## src/rtl/dbi_pkg.sv

```systemverilog
package dbi_pkg;

    typedef enum logic [1:0] {
        MODE_PASS        = 2'd0,
        MODE_INVERT      = 2'd1,
        MODE_MASK        = 2'd2,
        MODE_MASK_INVERT = 2'd3
    } dbi_mode_e;

endpackage

```

## src/rtl/dbi_mode_sel.sv

```systemverilog
module dbi_mode_sel
    import dbi_pkg::*;
(
    input  logic      wr_inv_en,
    input  logic      rd_inv_en,
    input  logic      is_write,
    input  logic      masked,
    output dbi_mode_e mode
);

    logic inv_on;
    logic mask_on;

    always_comb begin
        inv_on  = is_write ? wr_inv_en : rd_inv_en;
        mask_on = is_write & masked;
        unique case ({mask_on, inv_on})
            2'b00:   mode = MODE_PASS;
            2'b01:   mode = MODE_INVERT;
            2'b10:   mode = MODE_MASK;
            2'b11:   mode = MODE_MASK_INVERT;
            default: mode = MODE_PASS;
        endcase
    end

endmodule

```

## src/rtl/dbi_lane_enc.sv

```systemverilog
module dbi_lane_enc
    import dbi_pkg::*;
#(
    parameter int LANE_W = 8
) (
    input  dbi_mode_e         mode,
    input  logic [LANE_W-1:0] data_in,
    input  logic              mask_in,
    output logic [LANE_W-1:0] data_out,
    output logic              flag_out
);

    localparam int CNT_W   = $clog2(LANE_W + 1);
    localparam int INV_MIN = LANE_W / 2 + 1;

    logic [CNT_W-1:0] ones;
    logic             heavy;

    always_comb begin
        ones = '0;
        for (int b = 0; b < LANE_W; b++) begin
            ones = ones + CNT_W'(data_in[b]);
        end
        heavy = (ones >= CNT_W'(INV_MIN));
    end

    always_comb begin
        unique case (mode)
            MODE_PASS: begin
                data_out = data_in;
                flag_out = 1'b0;
            end
            MODE_INVERT: begin
                data_out = heavy ? ~data_in : data_in;
                flag_out = heavy;
            end
            MODE_MASK: begin
                data_out = data_in;
                flag_out = mask_in;
            end
            MODE_MASK_INVERT: begin
                if (mask_in) begin
                    data_out = '1;
                    flag_out = 1'b1;
                end else begin
                    data_out = heavy ? ~data_in : data_in;
                    flag_out = heavy;
                end
            end
            default: begin
                data_out = data_in;
                flag_out = 1'b0;
            end
        endcase
    end

endmodule

```

## src/rtl/dbi_lane_dec.sv

```systemverilog
module dbi_lane_dec
    import dbi_pkg::*;
#(
    parameter int LANE_W = 8
) (
    input  dbi_mode_e         mode,
    input  logic [LANE_W-1:0] data_in,
    input  logic              flag_in,
    output logic [LANE_W-1:0] data_out,
    output logic              we_out
);

    localparam int CNT_W    = $clog2(LANE_W + 1);
    localparam int MASK_MIN = LANE_W / 2;

    logic [CNT_W-1:0] ones;
    logic             bad_inv;

    always_comb begin
        ones = '0;
        for (int b = 0; b < LANE_W; b++) begin
            ones = ones + CNT_W'(data_in[b]);
        end
        bad_inv = (ones >= CNT_W'(MASK_MIN));
    end

    always_comb begin
        unique case (mode)
            MODE_PASS: begin
                data_out = data_in;
                we_out   = 1'b1;
            end
            MODE_INVERT: begin
                data_out = flag_in ? ~data_in : data_in;
                we_out   = 1'b1;
            end
            MODE_MASK: begin
                data_out = data_in;
                we_out   = ~flag_in;
            end
            MODE_MASK_INVERT: begin
                if (flag_in && bad_inv) begin
                    data_out = '0;
                    we_out   = 1'b0;
                end else begin
                    data_out = flag_in ? ~data_in : data_in;
                    we_out   = 1'b1;
                end
            end
            default: begin
                data_out = data_in;
                we_out   = 1'b1;
            end
        endcase
    end

endmodule

```

## src/rtl/dbi_codec.sv

```systemverilog
module dbi_codec
    import dbi_pkg::*;
#(
    parameter int DATA_W = 16,
    parameter int LANE_W = 8
) (
    input  logic                         clk,
    input  logic                         rst_n,
    input  logic                         wr_inv_en,
    input  logic                         rd_inv_en,
    input  logic                         tx_write,
    input  logic                         tx_masked,
    input  logic [DATA_W/LANE_W-1:0]     tx_byte_mask,
    input  logic [DATA_W-1:0]            tx_data,
    output logic [DATA_W-1:0]            enc_data,
    output logic [DATA_W/LANE_W-1:0]     enc_flag,
    input  logic                         rx_write,
    input  logic                         rx_masked,
    input  logic [DATA_W-1:0]            rx_data,
    input  logic [DATA_W/LANE_W-1:0]     rx_flag,
    output logic [DATA_W-1:0]            dec_data,
    output logic [DATA_W/LANE_W-1:0]     dec_lane_we
);

    localparam int LANES   = DATA_W / LANE_W;
    localparam int INV_MIN = LANE_W / 2 + 1;

    dbi_mode_e tx_mode;
    dbi_mode_e rx_mode;

    logic [DATA_W-1:0] enc_data_next;
    logic [LANES-1:0]  enc_flag_next;
    logic              past_ok;

    dbi_mode_sel u_tx_mode (
        .wr_inv_en (wr_inv_en),
        .rd_inv_en (rd_inv_en),
        .is_write  (tx_write),
        .masked    (tx_masked),
        .mode      (tx_mode)
    );

    dbi_mode_sel u_rx_mode (
        .wr_inv_en (wr_inv_en),
        .rd_inv_en (rd_inv_en),
        .is_write  (rx_write),
        .masked    (rx_masked),
        .mode      (rx_mode)
    );

    for (genvar g = 0; g < LANES; g++) begin : g_lane
        dbi_lane_enc #(.LANE_W(LANE_W)) u_enc (
            .mode     (tx_mode),
            .data_in  (tx_data[g*LANE_W +: LANE_W]),
            .mask_in  (tx_byte_mask[g]),
            .data_out (enc_data_next[g*LANE_W +: LANE_W]),
            .flag_out (enc_flag_next[g])
        );

        dbi_lane_dec #(.LANE_W(LANE_W)) u_dec (
            .mode     (rx_mode),
            .data_in  (rx_data[g*LANE_W +: LANE_W]),
            .flag_in  (rx_flag[g]),
            .data_out (dec_data[g*LANE_W +: LANE_W]),
            .we_out   (dec_lane_we[g])
        );

        // flag follows the ones count of the beat one cycle earlier
        assert_inv_decision_R3: assert property (@(posedge clk) disable iff (!rst_n)
            (past_ok && $past(tx_mode) == MODE_INVERT) |->
            (enc_flag[g] == ($countones($past(tx_data[g*LANE_W +: LANE_W])) >= INV_MIN)))
            else $error("inversion decision wrong on lane %0d", g);

        // an unmasked lane in an inverting mode never drives more than half its lines high
        assert_inv_bound_R6: assert property (@(posedge clk) disable iff (!rst_n)
            (past_ok && ($past(tx_mode) == MODE_INVERT ||
                         ($past(tx_mode) == MODE_MASK_INVERT && !$past(tx_byte_mask[g])))) |->
            ($countones(enc_data[g*LANE_W +: LANE_W]) <= LANE_W / 2))
            else $error("too many ones on lane %0d", g);
    end

    always_ff @(posedge clk or negedge rst_n) begin
        if (!rst_n) begin
            enc_data <= '0;
            enc_flag <= '0;
            past_ok  <= 1'b0;
        end else begin
            enc_data <= enc_data_next;
            enc_flag <= enc_flag_next;
            past_ok  <= 1'b1;
        end
    end

    // plain mode passes the previous beat with flags low
    assert_pass_through_R2: assert property (@(posedge clk) disable iff (!rst_n)
        (past_ok && $past(tx_mode) == MODE_PASS) |->
        (enc_flag == '0 && enc_data == $past(tx_data)))
        else $error("pass-through mismatch");

    // mask-only mode carries the byte mask on the flags
    assert_mask_flag_R5: assert property (@(posedge clk) disable iff (!rst_n)
        (past_ok && $past(tx_mode) == MODE_MASK) |->
        (enc_flag == $past(tx_byte_mask) && enc_data == $past(tx_data)))
        else $error("mask flag mismatch");

    // read-direction decoding never masks a lane
    assert_read_all_we_R7: assert property (@(posedge clk) disable iff (!rst_n)
        !rx_write |-> (&dec_lane_we))
        else $error("lane masked on a read beat");

endmodule

```

## config.mk

```make
export PLATFORM = sky130hd
export DESIGN_NAME = dbi_codec
export DESIGN_NICKNAME = d
export VERILOG_FILES = /design/src/rtl/dbi_pkg.sv /design/src/rtl/dbi_mode_sel.sv /design/src/rtl/dbi_lane_enc.sv /design/src/rtl/dbi_lane_dec.sv /design/src/rtl/dbi_codec.sv
export SDC_FILE = /design/constraint.sdc
export NUM_CORES = 1
export LEC_CHECK = 0
export BUFFER_PORTS_ARGS = -buffer_cell sky130_fd_sc_hd__buf_2
export CORE_UTILIZATION = 45
export DETAILED_ROUTE_END_ITERATION = 16
export MAX_ROUTING_LAYER = met4
export PLACE_DENSITY = 0.76
export SLEW_MARGIN = 20
export SYNTH_ARGS = -nofsm -noshare
export SYNTH_HDL_FRONTEND = slang
export SYNTH_SLANG_ARGS = --single-unit
```

## constraint.sdc

```tcl
create_clock -name clk -period 3 [get_ports clk]
set_input_delay 0.45 -clock clk [delete_from_list [all_inputs] [get_ports clk]]
set_output_delay 0.45 -clock clk [all_outputs]
set_load 0.005 [all_outputs]
```

==> run metrics <==
Via density=5.63; synth top area cells=dfrtp_1 (22%), fa_1 (12%), ha_1 (8.6%), inv_1 (8.1%), mux2i_1 (7.8%); CP Capture Type=output port; Max VDD drop=0.344 mV; Synth Instances=237; initial antenna violation count=0; Final min period=3450 ps; Sink Count=18; Nets=397; Die Width=69.4 microns; Slew Limit Fails=0; Final Hold Vio Count=0; CORE AREA=4350 sq um; maximum buffer depth of the clock tree=2; drt pass-1 iters=4; starting density of the core=0.470; max-cap violations=0; Detail Placement HPWL=3920 microns; Die H=69.4 microns; Worst EP arrival=3000 ps; run status=finished, violations left; Die ar.=4820 sq um; Root Driver=clkbuf_8; Num CTS Buffers=3; Post-CTS Hold Buffers=0; crit path max fanout=8; worst-margin pin slew=767 ps; Post-Place Setup Slack=-658 ps; Pwr Total=1.35 mW; TritonCTS clock tree=built; P per Cell Area=452 nW/um^2; period utilisation layout=1.15; all-layer global routing usage=0.248; initial DRC count=116; H-Tree Depth=1; failing checks=negative setup slack; Crit Path Class=primary input to output port; Hold Path Class=primary input to async pin; grt total ovfl=0; Final ANT Viol Nets=0; register area share after synthesis=0.220; layout cells sized above 1=0.491; Leakage=1.53 nW; syn nets=307; post-synthesis area per instance=8.64 sq um; final setup violation count=35; ant diodes=0; DRT Wirelength=6090 microns; cell taking the most area after synthesis=dfrtp_1; FMAX=290 MHz; CP Launch Type=primary input; DRC Markers=0; synthesis-stage register bit count=18; post-synthesis cell type count=38; RSZ-0062 raised after global routing=yes; final worst slack=-446 ps; # fillers=328; Yosys warnings=0; Port Buf Inserts=79; area grow syn2layout=45.4%; via count=2127; Critical Path RT=2550 ps; Worst-path clk slew=70 ps; routability congestion estimate=0.805; largest net degree at the start of global routing=27; number of global-route vias before repair=2042; area of the multi-input gates=1630 sq um; io pins=80; Rel. slew slack=0.485; row cnt=24; first-pass GRT wire length=9520 microns; Register Area=450 sq um; Wirelength per Cell=16.1 microns; Fin Setup TNS=-10470 ps; Post-Syn Area=2050 sq um; share of the synthesized area in the top cell type=0.220
## final cells by class
type                    instances  area share
flip-flops and latches         18       0.151
well taps                      52      0.0219
clock buffers                   4      0.0185
multi-input cells             163       0.548
inverters                      45      0.0568
repair buffers                 96       0.204
## critical path: stages
cell	delay (ps)
buf_8	100
ha_4	250
inv_2	30
fa_1	450
fa_1	490
inv_1	40
ha_1	260
a21o_1	190
a2111oi_4	340
a21oi_4	100
mux2i_1	160
buf_2	140
## flip-flops by register name, indices dropped and copies added (netlist names)
signal    flops
enc_data     16
enc_flag      2
## worst max-delay path by stage
stage / startpoint / depth (start not counted) / slack (ps) / end
2_1_floorplan: tx_data[9] / 13 / -390 / enc_data[13]
3_3_place_gp: tx_data[9] / 13 / -580 / enc_data[8]
3_5_place_dp: tx_data[9] / 13 / -660 / enc_data[8]
4_1_cts: rx_data[9] / 12 / -460 / dec_data[13]
5_1_grt: rx_data[9] / 12 / -560 / dec_data[13]
6_report: rx_data[9] / 12 / -450 / dec_data[13]
## per-stage QoR
step	hold WS [ps]	utilization	cell area [sq um]	std cells
3_3_place_gp	402	0.599	2610	368
6_report	112	0.683	2980	378
4_1_cts	132	0.657	2860	376
5_1_grt	145	0.683	2980	378
3_5_place_dp	408	0.599	2610	368
2_1_floorplan	154	-	2140	237
## placed cells by master, fill, tap and decap left out, types with 3 or more instances in the layout
cell      count
mux2_2        8
inv_1        37
buf_4        13
clkbuf_8      4
nand3_2       8
buf_6         7
nand3_1      19
mux2i_1      16
ha_4          5
a211o_1       8
o21ai_1       9
o22a_4        3
inv_2         8
o21ai_2       9
fa_1         10
buf_2        71
nor2_1        9
dfrtp_1      18
or3_1         6
buf_8         5
ha_1          9
o22ai_1       9
nand2_1       3
## logic make-up after synthesis
kind of cell | after synthesis | synth area share
adders and majority gates | 26 | 0.203
and+or+nand+nor | 58 | 0.144
xor gates and xnor gates | 2 | 0.00856
muxes | 24 | 0.122
AOI/OAI and AO/OA | 51 | 0.172
buffers and inverters | 58 | 0.130
DFF | 18 | 0.220
## synthesized netlist by cell type (all sizes together)
cell	instances
ha	14
a21boi	1
mux2i	16
clkbuf	1
nand4	2
inv	45
o21a	1
mux2	8
nand3b	1
fa	12
nor2b	2
and3	1
buf	12
o22ai	10
a31o	1
dfrtp	18
a21o	1
or2	1
nand3	27
a21oi	4
nor2	11
nand2	4
or3	8
nand2b	1
o41ai	1
a211o	8
a2111oi	1
xor2	2
o21ai	20
o2111ai	1
o22a	2
## report_power, final
group	switching, mW	internal, mW
Sequential	0.0173	0.296
Combinational	0.435	0.394
Clock	0.0864	0.117
## timing repair
action,in CTS,in global routing
endpoints found under the setup margin,36,36
buffers inserted,2,2
pin swaps,16,16
gates cloned,2,0
gates resized for setup,38,22
## per-layer routing
metal	global-route usage	wire [microns]	vias to the layer above
met3	0.0145	359	11
met1	0.316	2380	1016
li1	-	-	1005
met2	0.427	3260	95
met5	-	0	-
met4	0.0726	90	0
Power figures use the tool's default switching activity.
